`src/rtl/apb_uart_pkg.sv`:
```
package apb_uart_pkg;
  localparam int unsigned OFF_DATA   = 'h00;
  localparam int unsigned OFF_DATA_B = 'h03;
  localparam int unsigned OFF_STAT   = 'h04;
  localparam int unsigned OFF_CTRL   = 'h08;
  localparam int unsigned OFF_SCALE  = 'h0C;

  // control bit positions
  localparam int unsigned C_RX_EN  = 0;
  localparam int unsigned C_TX_EN  = 1;
  localparam int unsigned C_RX_IE  = 2;
  localparam int unsigned C_TX_IE  = 3;

  // status bit positions
  localparam int unsigned S_DREADY = 0;
  localparam int unsigned S_TSEMPT = 1;
  localparam int unsigned S_TFEMPT = 2;
  localparam int unsigned S_OVR    = 4;
  localparam int unsigned S_RHALF  = 8;
  localparam int unsigned S_RFULL  = 10;

  typedef enum logic [2:0] {
    SEL_NONE, SEL_DATA, SEL_STAT, SEL_CTRL, SEL_SCALE
  } reg_sel_e;
endpackage

```
`src/rtl/uart_rx_fifo.sv`:
```
module uart_rx_fifo #(
  parameter int unsigned DEPTH = 16,
  localparam int unsigned AW   = (DEPTH > 1) ? $clog2(DEPTH) : 1,
  localparam int unsigned CW   = $clog2(DEPTH + 1)
) (
  input  logic       clk_i,
  input  logic       rst_ni,
  input  logic       push_i,
  input  logic [7:0] data_i,
  input  logic       pop_i,
  output logic [7:0] head_o,
  output logic       empty_o,
  output logic       half_o,
  output logic       full_o,
  output logic       drop_o
);
  logic [7:0]    mem_q [DEPTH];
  logic [AW-1:0] wr_q, rd_q;
  logic [CW-1:0] cnt_q;
  logic          do_push, do_pop;

  assign empty_o = (cnt_q == '0);
  assign full_o  = (cnt_q == CW'(DEPTH));
  assign half_o  = (cnt_q >= CW'(DEPTH / 2));
  assign do_push = push_i && !full_o;
  assign do_pop  = pop_i && !empty_o;
  assign drop_o  = push_i && full_o;
  assign head_o  = empty_o ? 8'h00 : mem_q[rd_q];

  function automatic logic [AW-1:0] inc(input logic [AW-1:0] p);
    return (p == AW'(DEPTH - 1)) ? '0 : p + 1'b1;
  endfunction

  always_ff @(posedge clk_i or negedge rst_ni) begin
    if (!rst_ni) begin
      wr_q  <= '0;
      rd_q  <= '0;
      cnt_q <= '0;
    end else begin
      if (do_push) wr_q <= inc(wr_q);
      if (do_pop)  rd_q <= inc(rd_q);
      if (do_push && !do_pop)      cnt_q <= cnt_q + 1'b1;
      else if (do_pop && !do_push) cnt_q <= cnt_q - 1'b1;
    end
  end

  always_ff @(posedge clk_i) begin
    if (do_push) mem_q[wr_q] <= data_i;
  end

  p_no_overflow_r5: assert property (@(posedge clk_i) disable iff (!rst_ni)
    (push_i && full_o && !pop_i) |=> full_o);
  p_pop_empty_r4: assert property (@(posedge clk_i) disable iff (!rst_ni)
    (pop_i && empty_o && !push_i) |=> empty_o);
  p_cnt_bound_r6: assert property (@(posedge clk_i) disable iff (!rst_ni)
    cnt_q <= CW'(DEPTH));
endmodule

```
`src/rtl/uart_ctrl_regs.sv`:
```
module uart_ctrl_regs (
  input  logic        clk_i,
  input  logic        rst_ni,
  input  logic        wr_ctrl_i,
  input  logic [31:0] wdata_i,
  input  logic        ovr_set_i,
  output logic [31:0] ctrl_o,
  output logic        ovr_o
);
  logic [31:0] ctrl_q;
  logic        ovr_q;

  always_ff @(posedge clk_i or negedge rst_ni) begin
    if (!rst_ni) begin
      ctrl_q <= '0;
      ovr_q  <= 1'b0;
    end else begin
      if (wr_ctrl_i) ctrl_q <= wdata_i;
      if (ovr_set_i) ovr_q  <= 1'b1;
    end
  end

  assign ctrl_o = ctrl_q;
  assign ovr_o  = ovr_q;

  p_ovr_sticky_r5: assert property (@(posedge clk_i) disable iff (!rst_ni)
    ovr_q |=> ovr_q);
  p_ctrl_hold_r2: assert property (@(posedge clk_i) disable iff (!rst_ni)
    !wr_ctrl_i |=> $stable(ctrl_q));
endmodule

```
`src/rtl/apb_uart_regs.sv`:
```
module apb_uart_regs
  import apb_uart_pkg::*;
#(
  parameter int unsigned ADDR_W = 8,
  parameter int unsigned DEPTH  = 16
) (
  input  logic              clk_i,
  input  logic              rst_ni,
  input  logic [ADDR_W-1:0] paddr_i,
  input  logic              psel_i,
  input  logic              penable_i,
  input  logic              pwrite_i,
  input  logic [31:0]       pwdata_i,
  output logic [31:0]       prdata_o,
  output logic              pready_o,
  input  logic [7:0]        rx_data_i,
  input  logic              rx_valid_i,
  output logic [7:0]        tx_data_o,
  output logic              tx_valid_o,
  output logic              irq_o
);
  reg_sel_e    sel;
  logic        acc, rd_data, wr_data, wr_ctrl;
  logic [31:0] ctrl, status;
  logic        ovr;
  logic [7:0]  head;
  logic        f_empty, f_half, f_full, f_drop;
  logic        rx_push, tx_send, rx_acc;
  logic [7:0]  tx_data_q;
  logic        tx_valid_q, irq_q;

  always_comb begin
    unique case (paddr_i)
      ADDR_W'(OFF_DATA), ADDR_W'(OFF_DATA_B): sel = SEL_DATA;
      ADDR_W'(OFF_STAT):                      sel = SEL_STAT;
      ADDR_W'(OFF_CTRL):                      sel = SEL_CTRL;
      ADDR_W'(OFF_SCALE):                     sel = SEL_SCALE;
      default:                                sel = SEL_NONE;
    endcase
  end

  assign acc     = psel_i && penable_i;
  assign rd_data = acc && !pwrite_i && (sel == SEL_DATA);
  assign wr_data = acc &&  pwrite_i && (sel == SEL_DATA);
  assign wr_ctrl = acc &&  pwrite_i && (sel == SEL_CTRL);
  assign rx_push = rx_valid_i && ctrl[C_RX_EN];
  assign tx_send = wr_data && ctrl[C_TX_EN];
  assign rx_acc  = rx_push && !f_full;

  uart_rx_fifo #(.DEPTH(DEPTH)) u_fifo (
    .clk_i   (clk_i),
    .rst_ni  (rst_ni),
    .push_i  (rx_push),
    .data_i  (rx_data_i),
    .pop_i   (rd_data),
    .head_o  (head),
    .empty_o (f_empty),
    .half_o  (f_half),
    .full_o  (f_full),
    .drop_o  (f_drop)
  );

  uart_ctrl_regs u_ctrl (
    .clk_i     (clk_i),
    .rst_ni    (rst_ni),
    .wr_ctrl_i (wr_ctrl),
    .wdata_i   (pwdata_i),
    .ovr_set_i (f_drop),
    .ctrl_o    (ctrl),
    .ovr_o     (ovr)
  );

  always_comb begin
    status           = '0;
    status[S_DREADY] = !f_empty;
    status[S_TSEMPT] = 1'b1;
    status[S_TFEMPT] = 1'b1;
    status[S_OVR]    = ovr;
    status[S_RHALF]  = f_half;
    status[S_RFULL]  = f_full;
  end

  always_comb begin
    unique case (sel)
      SEL_DATA: prdata_o = {24'h0, head};
      SEL_STAT: prdata_o = status;
      SEL_CTRL: prdata_o = ctrl;
      default:  prdata_o = '0;
    endcase
  end

  assign pready_o = 1'b1;

  always_ff @(posedge clk_i or negedge rst_ni) begin
    if (!rst_ni) begin
      tx_data_q  <= '0;
      tx_valid_q <= 1'b0;
      irq_q      <= 1'b0;
    end else begin
      tx_valid_q <= tx_send;
      if (tx_send) tx_data_q <= pwdata_i[7:0];
      irq_q <= (rx_acc && ctrl[C_RX_IE]) || (tx_send && ctrl[C_TX_IE]);
    end
  end

  assign tx_data_o  = tx_data_q;
  assign tx_valid_o = tx_valid_q;
  assign irq_o      = irq_q;

  p_tx_gate_r7: assert property (@(posedge clk_i) disable iff (!rst_ni)
    (acc && pwrite_i && !ctrl[C_TX_EN]) |=> !tx_valid_o);
  p_rx_gate_r3: assert property (@(posedge clk_i) disable iff (!rst_ni)
    (!ctrl[C_RX_EN] && !rd_data && f_empty) |=> f_empty);
  p_irq_quiet_r8: assert property (@(posedge clk_i) disable iff (!rst_ni)
    (ctrl[C_RX_IE:C_TX_EN] == 3'b000 && !wr_ctrl) |=> !irq_o);
  p_ready_r11: assert property (@(posedge clk_i) disable iff (!rst_ni)
    acc |-> pready_o);
endmodule

```
`config.mk`:
```
export PLATFORM = sky130hd
export DESIGN_NAME = apb_uart_regs
export DESIGN_NICKNAME = d
export VERILOG_FILES = /design/src/rtl/apb_uart_pkg.sv /design/src/rtl/uart_rx_fifo.sv /design/src/rtl/uart_ctrl_regs.sv /design/src/rtl/apb_uart_regs.sv
export SDC_FILE = /design/constraint.sdc
export NUM_CORES = 1
export LEC_CHECK = 0
export BUFFER_PORTS_ARGS = -buffer_cell sky130_fd_sc_hd__buf_2
export CAP_MARGIN = 20
export CORE_ASPECT_RATIO = 0.6
export CORE_MARGIN = 5
export CORE_UTILIZATION = 50
export CTS_CLUSTER_SIZE = 14
export DETAILED_ROUTE_END_ITERATION = 12
export PLACE_DENSITY = 0.73
export REMOVE_ABC_BUFFERS = 1
export SETUP_SLACK_MARGIN = 0.05
export SLEW_MARGIN = 10
export SYNTH_ARGS = -nofsm -noshare
export SYNTH_HDL_FRONTEND = slang
export SYNTH_HIERARCHICAL = 1
export SYNTH_SLANG_ARGS = --single-unit
export TNS_END_PERCENT = 20
```
`constraint.sdc`:
```
create_clock -name clk_i -period 2.7 [get_ports clk_i]
set_input_delay 0.81 -clock clk_i [delete_from_list [all_inputs] [get_ports clk_i]]
set_output_delay 0.81 -clock clk_i [all_outputs]
set_load 0.02 [all_outputs]
```
# ---- After elaboration in Yosys (flattened, before gate mapping)
# Memories as Yosys holds them, arrays and structs flattened.
# Cells that the tools add are included.
dict set report totals {
  regBits 56
  mem_bits_rw 128
  in_bits 54
  out_inout_bits 43
  elab_cells 58
  mem_count 1
}
dict set report classes {
  n_addsub 4
  order_cmp 1
  n_eq_ne 10
  muxes 9
  reduce_logical 25
}
# name words width rd rd_clocked_by_memory_dff write_ports line
set mem_list {}
lappend mem_list {u_fifo.mem_q 16 8 1 0 1 uart_rx_fifo.sv:17} ;# logic [7:0] mem_q [DEPTH];
# cell n
set op_table {}
lappend op_table {{32-bit case mux with 3 select lines} 1}
lappend op_table {{8-bit by 4-bit equality test with 1-bit output (second input constant)} 2}
lappend op_table {{1-bit logical AND} 15}
lappend op_table {{3-bit case mux with 4 select lines} 1}
lappend op_table {{5-bit two-way mux} 2}
lappend op_table {{4-bit by 1-bit adder with 4-bit output (second input constant)} 2}
lappend op_table {{4-bit equality test (second input constant)} 2}
lappend op_table {{8-bit by 2-bit equality test with 1-bit output (second input constant)} 1}
lappend op_table {{8-bit by 3-bit equality test with 1-bit output (second input constant)} 1}
lappend op_table {{8-bit logical NOT} 1}
lappend op_table {{4-bit two-way mux} 2}
lappend op_table {{8-bit two-way mux} 1}
lappend op_table {{3-bit by 2-bit equality test with 1-bit output (second input constant)} 2}
lappend op_table {{5-bit by 1-bit adder with 5-bit output (second input constant)} 1}
lappend op_table {{5-bit equality test (second input constant)} 1}
lappend op_table {{5-bit by 4-bit >= comparator with 1-bit output (second input constant)} 1}
lappend op_table {{1-bit logical NOT} 5}
lappend op_table {{5-bit logical NOT} 1}
lappend op_table {{5-bit by 1-bit subtractor with 5-bit output (second input constant)} 1}
lappend op_table {{3-bit by 1-bit equality test with 1-bit output (second input constant)} 1}
lappend op_table {{1-bit two-way mux} 2}
lappend op_table {{2-bit nonzero test} 1}
lappend op_table {{2-bit OR reduction} 1}
lappend op_table {{1-bit logical OR} 1}

# ---- Longest topological paths before layout
# Gate-level depths: netlist of the first run.
dict set report logic_depth {
  ltp_word 9
  mapped_depth 13
  depth_no_buf 11
}

# ---- Modules after synthesis
# The synthesis of the first run kept the hierarchy.
# module n_inst cells_per_inst area_each_um2 seq_area_each_um2
set modules_own_cells {}
lappend modules_own_cells {uart_rx_fifo 1 312 5985.7 4169.0}
lappend modules_own_cells {uart_ctrl_regs 1 70 1376.3 825.8}
lappend modules_own_cells {apb_uart_regs 1 81 783.3 250.2}

# ---- Worst setup path after synthesis of the first run
# OpenSTA, ideal clock, no wires.
dict set report synth_path {
  path_kind {input to register}
  startpoint {input paddr_i[5]}
  endpoint {register u_fifo.cnt_q[4]}
  setup_ps 147
  t_arrival_ps 3127
  t_required_ps 2553
  slack_ps -574
  path_stages 13
  n_path_buf 2
  path_cell_list {nor4_2 > buf_4 > and3_1 > buf_2 > and4b_1 > o21ai_4 > ha_1 > inv_1 > ha_1 > nor2b_1 > o21a_1 > o2111ai_1 > o311ai_0}
}
dict set report synth_between {
  elab_chain_len 9
  elab_cells_between_ends 15
  classes_between {eq/ne: 5; mux: 2; reduce/logical: 8}
}
# item line
set synth_rtl {}
lappend synth_rtl {{from (decl)} apb_uart_regs.sv:9} ;# input logic [ADDR_W-1:0] paddr_i,
lappend synth_rtl {{8-bit by 2-bit equality test with 1-bit output or 8-bit logical NOT (tied branches)} apb_uart_regs.sv:33} ;# unique case (paddr_i)
lappend synth_rtl {{2-bit OR reduction} apb_uart_regs.sv:33}
lappend synth_rtl {{3-bit case mux with 4 select lines (*)} apb_uart_regs.sv:33}
lappend synth_rtl {{3-bit by 1-bit equality test with 1-bit output (*)} apb_uart_regs.sv:43} ;# assign rd_data = acc && !pwrite_i && (sel == SEL_DATA);
lappend synth_rtl {{1-bit logical AND (*)} apb_uart_regs.sv:43}
lappend synth_rtl {{named net rd_data} apb_uart_regs.sv:23} ;# logic acc, rd_data, wr_data, wr_ctrl;
lappend synth_rtl {{1-bit logical AND (*)} uart_rx_fifo.sv:26} ;# assign do_pop = pop_i && !empty_o;
lappend synth_rtl {{1-bit logical NOT} uart_rx_fifo.sv:42} ;# if (do_push && !do_pop) cnt_q <= cnt_q + 1'b1;
lappend synth_rtl {{1-bit logical AND} uart_rx_fifo.sv:42}
lappend synth_rtl {{5-bit two-way mux or 2-bit nonzero test (tied branches)} -}
lappend synth_rtl {{to (signal assigned)} uart_rx_fifo.sv:42}
lappend synth_rtl {{to (signal assigned)} uart_rx_fifo.sv:43} ;# else if (do_pop && !do_push) cnt_q <= cnt_q - 1'b1;
lappend synth_rtl {{to (decl)} uart_rx_fifo.sv:19} ;# logic [CW-1:0] cnt_q;
# The timed path passes the listed nets; every way through them passes the cells marked *.
# A chain may end at the register's enable or synchronous reset.

# ---- Worst setup path in the final report of the first run
dict set report layout_path {
  startpoint {register u_fifo.rd_q[1]}
  endpoint {output prdata_o[0]}
}
dict set report layout_between {
  elab_chain_len 3
}
# item line
set layout_rtl {}
lappend layout_rtl {{from (decl)} uart_rx_fifo.sv:18} ;# logic [AW-1:0] wr_q, rd_q;
lappend layout_rtl {{from (signal assigned)} uart_rx_fifo.sv:41} ;# if (do_pop) rd_q <= inc(rd_q);
lappend layout_rtl {{memory read 16 x 8 bit} -}
lappend layout_rtl {{8-bit two-way mux} uart_rx_fifo.sv:28} ;# assign head_o = empty_o ? 8'h00 : mem_q[rd_q];
lappend layout_rtl {{named net head[0]} apb_uart_regs.sv:26} ;# logic [7:0] head;
lappend layout_rtl {{32-bit case mux with 3 select lines} apb_uart_regs.sv:84} ;# unique case (sel)
lappend layout_rtl {{to (decl)} apb_uart_regs.sv:14} ;# output logic [31:0] prdata_o,
# The timed path passes the listed nets, and every way through them passes these cells.

==> key figures, run 1 <==
Timing
  • RSZ-0062 raised after global routing: true
  • Setup Skew: 0.0113 ns
  • Final count of negative-setup-slack endpoints: 31
  • Max-slew violations: 0
  • Final Critical Period: 3.33 ns
  • Final WS setup: -0.626 ns
  • Fin. Hold Viols: 0
  • Slew headroom: 49.8%
  • Worst-Margin Slew: 0.753 ns
  • Maximum clock rate: 301 MHz
  • Period utilization: 123%

Setup path
  • Critical Path End Type: output pin
  • Slowest CP cell: mux4_2
  • Crit path largest cell delay: 0.50 ns
  • CP bufs+invs: 2
  • CP Cell Sequence: buf_12 > mux4_2 > nor2b_1 > a211oi_2 > a211oi_1 > and4_1 > a221o_1 > buf_4
  • Crit path kind: flop to output pin
  • Crit path max fanout: 8
  • Critical path arrival: 2.52 ns
  • Required @ worst endpoint: 1.89 ns
  • Critical path startpoint category: flop
  • Top delay family on crit path: compound AO/OA/AOI/OAI gates

Global route
  • Met3 usage: 4.85%
  • Grt peak-use layer: met2
  • Initial antenna violation count: 0
  • Met1 usage: 28.7%
  • Global-route wire length before repair: 28500 um
  • Vias in the first global route: 4981
  • Grt total ovfl: 0
  • GRT Total Usage: 19.7%
  • Largest net degree at the start of global routing: 57
  • Met2 Usage GRT: 30.8%

Synthesis
  • Ys Warns: 6
  • Post-synth top cells: 128 x edfxtp_1, 56 x dfrtp_1, 30 x mux2_4
  • Sequential fraction of the synthesis area: 64.4%
  • Largest area contributor in the netlist: edfxtp_1
  • Synth Register Bits: 184
  • Synth cell types: 58
  • Synth top area share: 47.2%
  • Mapped Area: 8150 um^2
  • Prevailing post-synth register cell: edfxtp_1
  • Mapped Avg Cell Area: 17.6 um^2
  • Most common cell in the netlist: edfxtp_1
  • Share of flip-flops with an asynchronous set or reset: 30.4%
  • Synthesized instance count: 463
  • EDFF count, synth: 128
  • Synth area leaders: edfxtp_1 47%, dfrtp_1 17%, mux2_4 5.5%

Detailed routing
  • Vias per inst: 5.69
  • Drt wl/cell: 21.5 um
  • Drt initial violations: 403
  • Antenna viol nets, final: 0
  • Drt first pass iters: 4
  • Final WL: 18100 um
  • # DRC: 0
  • Via count: 4777

Power and ir drop
  • Leak: 4.06 nW
  • PD cells: 608 nW/um^2
  • Max VDD drop: 0.000349 V

Floorplan
  • Initial Util: 50.5%
  • I/O Pins: 97
  • Row count: 36
  • Total core area: 16100 um^2
  • Die H: 109 um
  • Die ar.: 19000 um^2
  • Die width: 175 um

Outcome
  • Failing checks: setup timing
  • Status: complete, but fails checks

Layout
  • Synthesis-to-finish area growth: 22.6%
  • NumNets Final: 682
  • Antenna cells: 0
  • Layout cells sized above 1: 45.0%
  • Filler cell count: 1133
  • Finished Core Util: 61.9%
  • Final Cell Area: 9980 um^2

Clock tree
  • Clock Pin Slew Worst Setup and Hold Paths: 0.07 ns
  • Clock sinks: 184
  • Worst-Skew Late Latency: 0.42 ns
  • Clock Tree Buf Depth: 2
  • Number of buffers created by CTS: 17
  • Clock root buffer: clkbuf_16
  • H-tree levels: 4
  • CTS Hold Bufs: 0
  • CTS tree: built

Run
  • # Max-Cap Violations: 0

Place
  • IO Port Bufs: 95
  • Routability Congestion: 0.831
  • HPWL Detailed: 12700 um
  • Cell Area, Placed: 9180 um^2

Hold path
  • HP Class: flop to flop
## metrics by stage
stage	total power, W	setup TNS [ns]	hold slack (ns)	instances	setup slack, ns
finish	0.00607	-5.99	0.500	840	-0.626
global route	0.00629	-8.73	0.500	840	-0.715
CTS	0.00610	-6.35	0.496	840	-0.650
detailed placement	0.00367	-7.88	0.479	807	-0.586
global placement	0.00364	-7.52	0.467	807	-0.433
floorplan	0.00337	-56.09	0.441	432	-1.29
## layout by cell type (no fill, tap or decap), types with 8 or more instances in the layout
cell type  instances
clkbuf_16         17
ha_1               8
dfrtp_1           56
nor2b_1            8
nor2_1            15
a211oi_2           8
buf_4             67
buf_6             24
nand2_1            9
mux2i_1            8
and3_1            23
inv_1              8
buf_2             70
mux2_4            30
a211oi_1           8
edfxtp_1         128
mux4_1            10
mux4_2            22
o21ai_0            9
## cells by family (layout without fill, tap and decap cells)
| logic type | after synthesis | in the layout | synth area share, % |
|---|---|---|---|
| flip-flops | 184 | 184 | 64.4 |
| AND/OR/NAND/NOR | 92 | 92 | 6.85 |
| multiplexers | 81 | 81 | 17.6 |
| AO/OA/AOI/OAI | 49 | 49 | 4.65 |
| buffers and inverters | 40 | 208 | 4.16 |
| adder cells (fa/ha/maj) | 10 | 10 | 1.63 |
| XOR/XNOR | 6 | 6 | 0.645 |
| other | 1 | 1 | 0.0460 |
## layer usage
metal  vias up  part of all wire [%]
met5         -                     0
met4         0                  0.42
met3         5                   6.2
met2       154                    47
met1      2486                    46
li1       2132                     -
## worst paths after layout
path | startpoint | end | slack, ns | cells after the start
worst max-delay path | u_fifo/rd_q[1] | prdata_o[0] | -0.63 | 8
worst min-delay path | u_ctrl/ovr_o | u_ctrl/ovr_o | 0.50 | 1
worst max register to register | u_fifo/cnt_q[1] | u_fifo/cnt_q[4] | 0 | 10
worst min register to register | u_ctrl/ovr_o | u_ctrl/ovr_o | 0.50 | 1
max in group asynchronous | rst_ni | tx_data_o[7] | 1.65 | 2
min in group asynchronous | rst_ni | u_fifo/wr_q[1] | 0.52 | 2
## registers in the layout, summed over array words and instances, names as in the netlist
name and count:
u_fifo/wr_q 4, u_ctrl/ctrl_o 32, u_ctrl/ovr_o 1, irq_o 1, u_fifo/cnt_q 5, tx_data_o 8
tx_valid_o 1, u_fifo/rd_q 4, u_fifo/mem_q 128
## where the power goes
part / internal, W / switching (W)
registers: 0.00305 / 0.0000388
logic: 0.000252 / 0.000284
clock network: 0.00132 / 0.00112
## repair_timing
action | in CTS | in global routing
resized for setup | 55 | 17
hold endpoints to repair | 0 | 0
setup buffers | 1 | 0
pin swaps | 9 | 4
endpoints found under the setup margin | 34 | 34
## final cells by class
cell class / instances / area (um^2) / share of cell area (%)
inverters: 9 / 33.8 / 0.338
clock buffers: 18 / 429 / 4.30
flip-flops and latches: 184 / 5250 / 52.5
well taps: 209 / 262 / 2.62
repair buffers: 167 / 1240 / 12.4
clock inverters: 14 / 154 / 1.54
multi-input cells: 239 / 2620 / 26.3
Power figures use the tool's default switching activity.
==> run 2: changes to the inputs <==
Settings changed: CORE_UTILIZATION 50 to 25, PLACE_DENSITY 0.73 to default, SETUP_SLACK_MARGIN 0.05 to 0.5.
==> run 2 against run 1 <==
Against the previous run:
- the run still ends with setup timing left
- critical endpoint is now prdata_o[4]
- combinational power is 9.7% higher
- via count is 2.9% higher
- clock-buffer cell count is 1 lower
==> key figures, run 2 (synthesized netlist as in run 1, its figures left out) <==
Floorplan
  • Total core area: 32300 um^2
  • Die ar.: 36400 um^2
  • Die width: 243 um
  • Initial Util: 25.2%
  • I/O Pins: 97
  • Row count: 51
  • Die H: 150 um

Layout
  • Synthesis-to-finish area growth: 30.7%
  • NumNets Final: 705
  • Biggest register: u_fifo/mem_q
  • Commonest non-fill, non-tap cell in the layout: edfxtp_1
  • Max reg flops: 128
  • Layout cells sized above 1: 50.9%
  • Antenna cells: 0
  • Fin cells: 1078
  • Most frequent cells in the layout: 128 x edfxtp_1, 81 x buf_4, 62 x buf_2
  • Finished Core Util: 33.0%

Setup path
  • Critical path arrival: 2.56 ns
  • Required @ worst endpoint: 1.89 ns
  • Critical path startpoint category: flop
  • Critical Path End Type: output pin
  • Crit path max fanout: 6
  • Crit path kind: flop to output pin

Clock tree
  • Clock sinks: 184
  • Clock Pin Slew Worst Setup and Hold Paths: 0.07 ns
  • Clock Tree Buf Depth: 2
  • Clock root buffer: clkbuf_16
  • CTS tree: built
  • Number of buffers created by CTS: 17
  • Worst-Skew Late Latency: 0.44 ns
  • H-tree levels: 4

Hold path
  • HP Class: input port to async pin

Place
  • Inst Count DP: 1027
  • HPWL Detailed: 14300 um
  • IO Port Bufs: 95
  • Post-Place Worst Slack: -0.517 ns
  • Routability Congestion: 0.776

Global route
  • Global-route wire length before repair: 30800 um
  • Largest net degree at the start of global routing: 31
  • Initial antenna violation count: 0
  • GRT Total Usage: 11.3%
  • Grt total ovfl: 0
  • Vias in the first global route: 4935

Power and ir drop
  • Leak: 4.20 nW
  • Pwr Total: 0.00610 W
  • PD cells: 573 nW/um^2
  • Max VDD drop: 0.000383 V

Detailed routing
  • Metal-1 WL: 10300 um
  • Vias per inst: 4.56
  • Antenna viol nets, final: 0
  • Met2 wire len: 9170 um
  • WL met3: 1130 um
  • Drt first pass iters: 5
  • # DRC: 0
  • Final WL: 20800 um
  • Top Layer Used: met4
  • Drt initial violations: 410
  • Via count: 4917
  • Drt wl/cell: 19.3 um

Outcome
  • Status: complete, but fails checks
  • Failing checks: setup timing

Timing
  • Final Critical Period: 3.37 ns
  • Max-slew violations: 0
  • Worst-Margin Slew: 0.617 ns
  • RSZ-0062 raised after global routing: true
  • Final count of negative-setup-slack endpoints: 33
  • Fin. Hold Viols: 0
  • Fin Hold WS: 0.285 ns
  • Final WS setup: -0.667 ns
  • Period utilization: 125%
  • Maximum clock rate: 297 MHz
  • Setup Skew: 0.00966 ns
  • Slew headroom: 58.9%

Run
  • # Max-Cap Violations: 0
-- run 2: changes by cell type in the layout (fill, tap and decap cells not counted), sizes merged --
cell and change:
inv -4, buf +23, clkbuf -1, clkinvlp +5
-- run 2: report_power, final --
group	total [W]	internal [W]	switching (W)
registers	0.00309	0.00305	0.0000376
logic	0.000588	0.000280	0.000307
clock network	0.00242	0.00129	0.00113
total	0.00610	0.00462	0.00147
-- run 2: final cells by class --
cell class	count	area [um^2]
Fill cell	3124	21600
Sequential cell	184	5250
Multi-Input combinational cell	239	2730
Timing Repair Buffer	190	1540
Tap cell	424	531
Clock buffer	17	425
Clock inverter	15	145
Inverter	9	33.8
-- run 2: repair_timing --
action / in CTS / in global routing
endpoints found under the setup margin: 36 / 61
gates resized for setup: 79 / 54
hold buffers: 0 / 0
cloned: 1 / 3
pin swaps: 20 / 22
setup buffers: 5 / 10
-- run 2: per-layer routing --
layer	GRT usage, %	vias to the layer above
met2	16.6	130
met5	0	-
met3	3.00	12
met4	2.69	0
li1	-	2165
met1	16.9	2610
-- run 2: worst max-delay path: stages, from the launching register on --
cell and delay, ns:
dfrtp_2 0.41, buf_6 0.12, buf_12 0.13, buf_8 0.12, mux4_2 0.45, a211oi_2 0.27
a211oi_2 0.10, a221o_1 0.38, buf_6 0.14
-- run 2: per-stage QoR --
step,TNS [ns],area [um^2]
CTS,-6.33,10300
floorplan,-56.09,7840
detailed placement,-8.16,9520
finish,-6.43,10600
global route,-8.73,10600
global placement,-7.77,9520
-- run 2: final timing paths --
path | startpoint | to | slack [ns] | cells past startpoint
worst max-delay path | u_fifo/rd_q[1] | prdata_o[4] | -0.67 | 8
worst min-delay path | rst_ni | u_fifo/wr_q[3] | 0.29 | 1
worst max register to register | u_fifo/cnt_q[1] | u_fifo/cnt_q[4] | 0.05 | 10
worst min register to register | tx_data_o[5] | tx_data_o[5] | 0.50 | 1
max in group asynchronous | rst_ni | u_ctrl/ctrl_o[17] | 1.83 | 2
min in group clk_i | tx_data_o[5] | tx_data_o[5] | 0.50 | 1
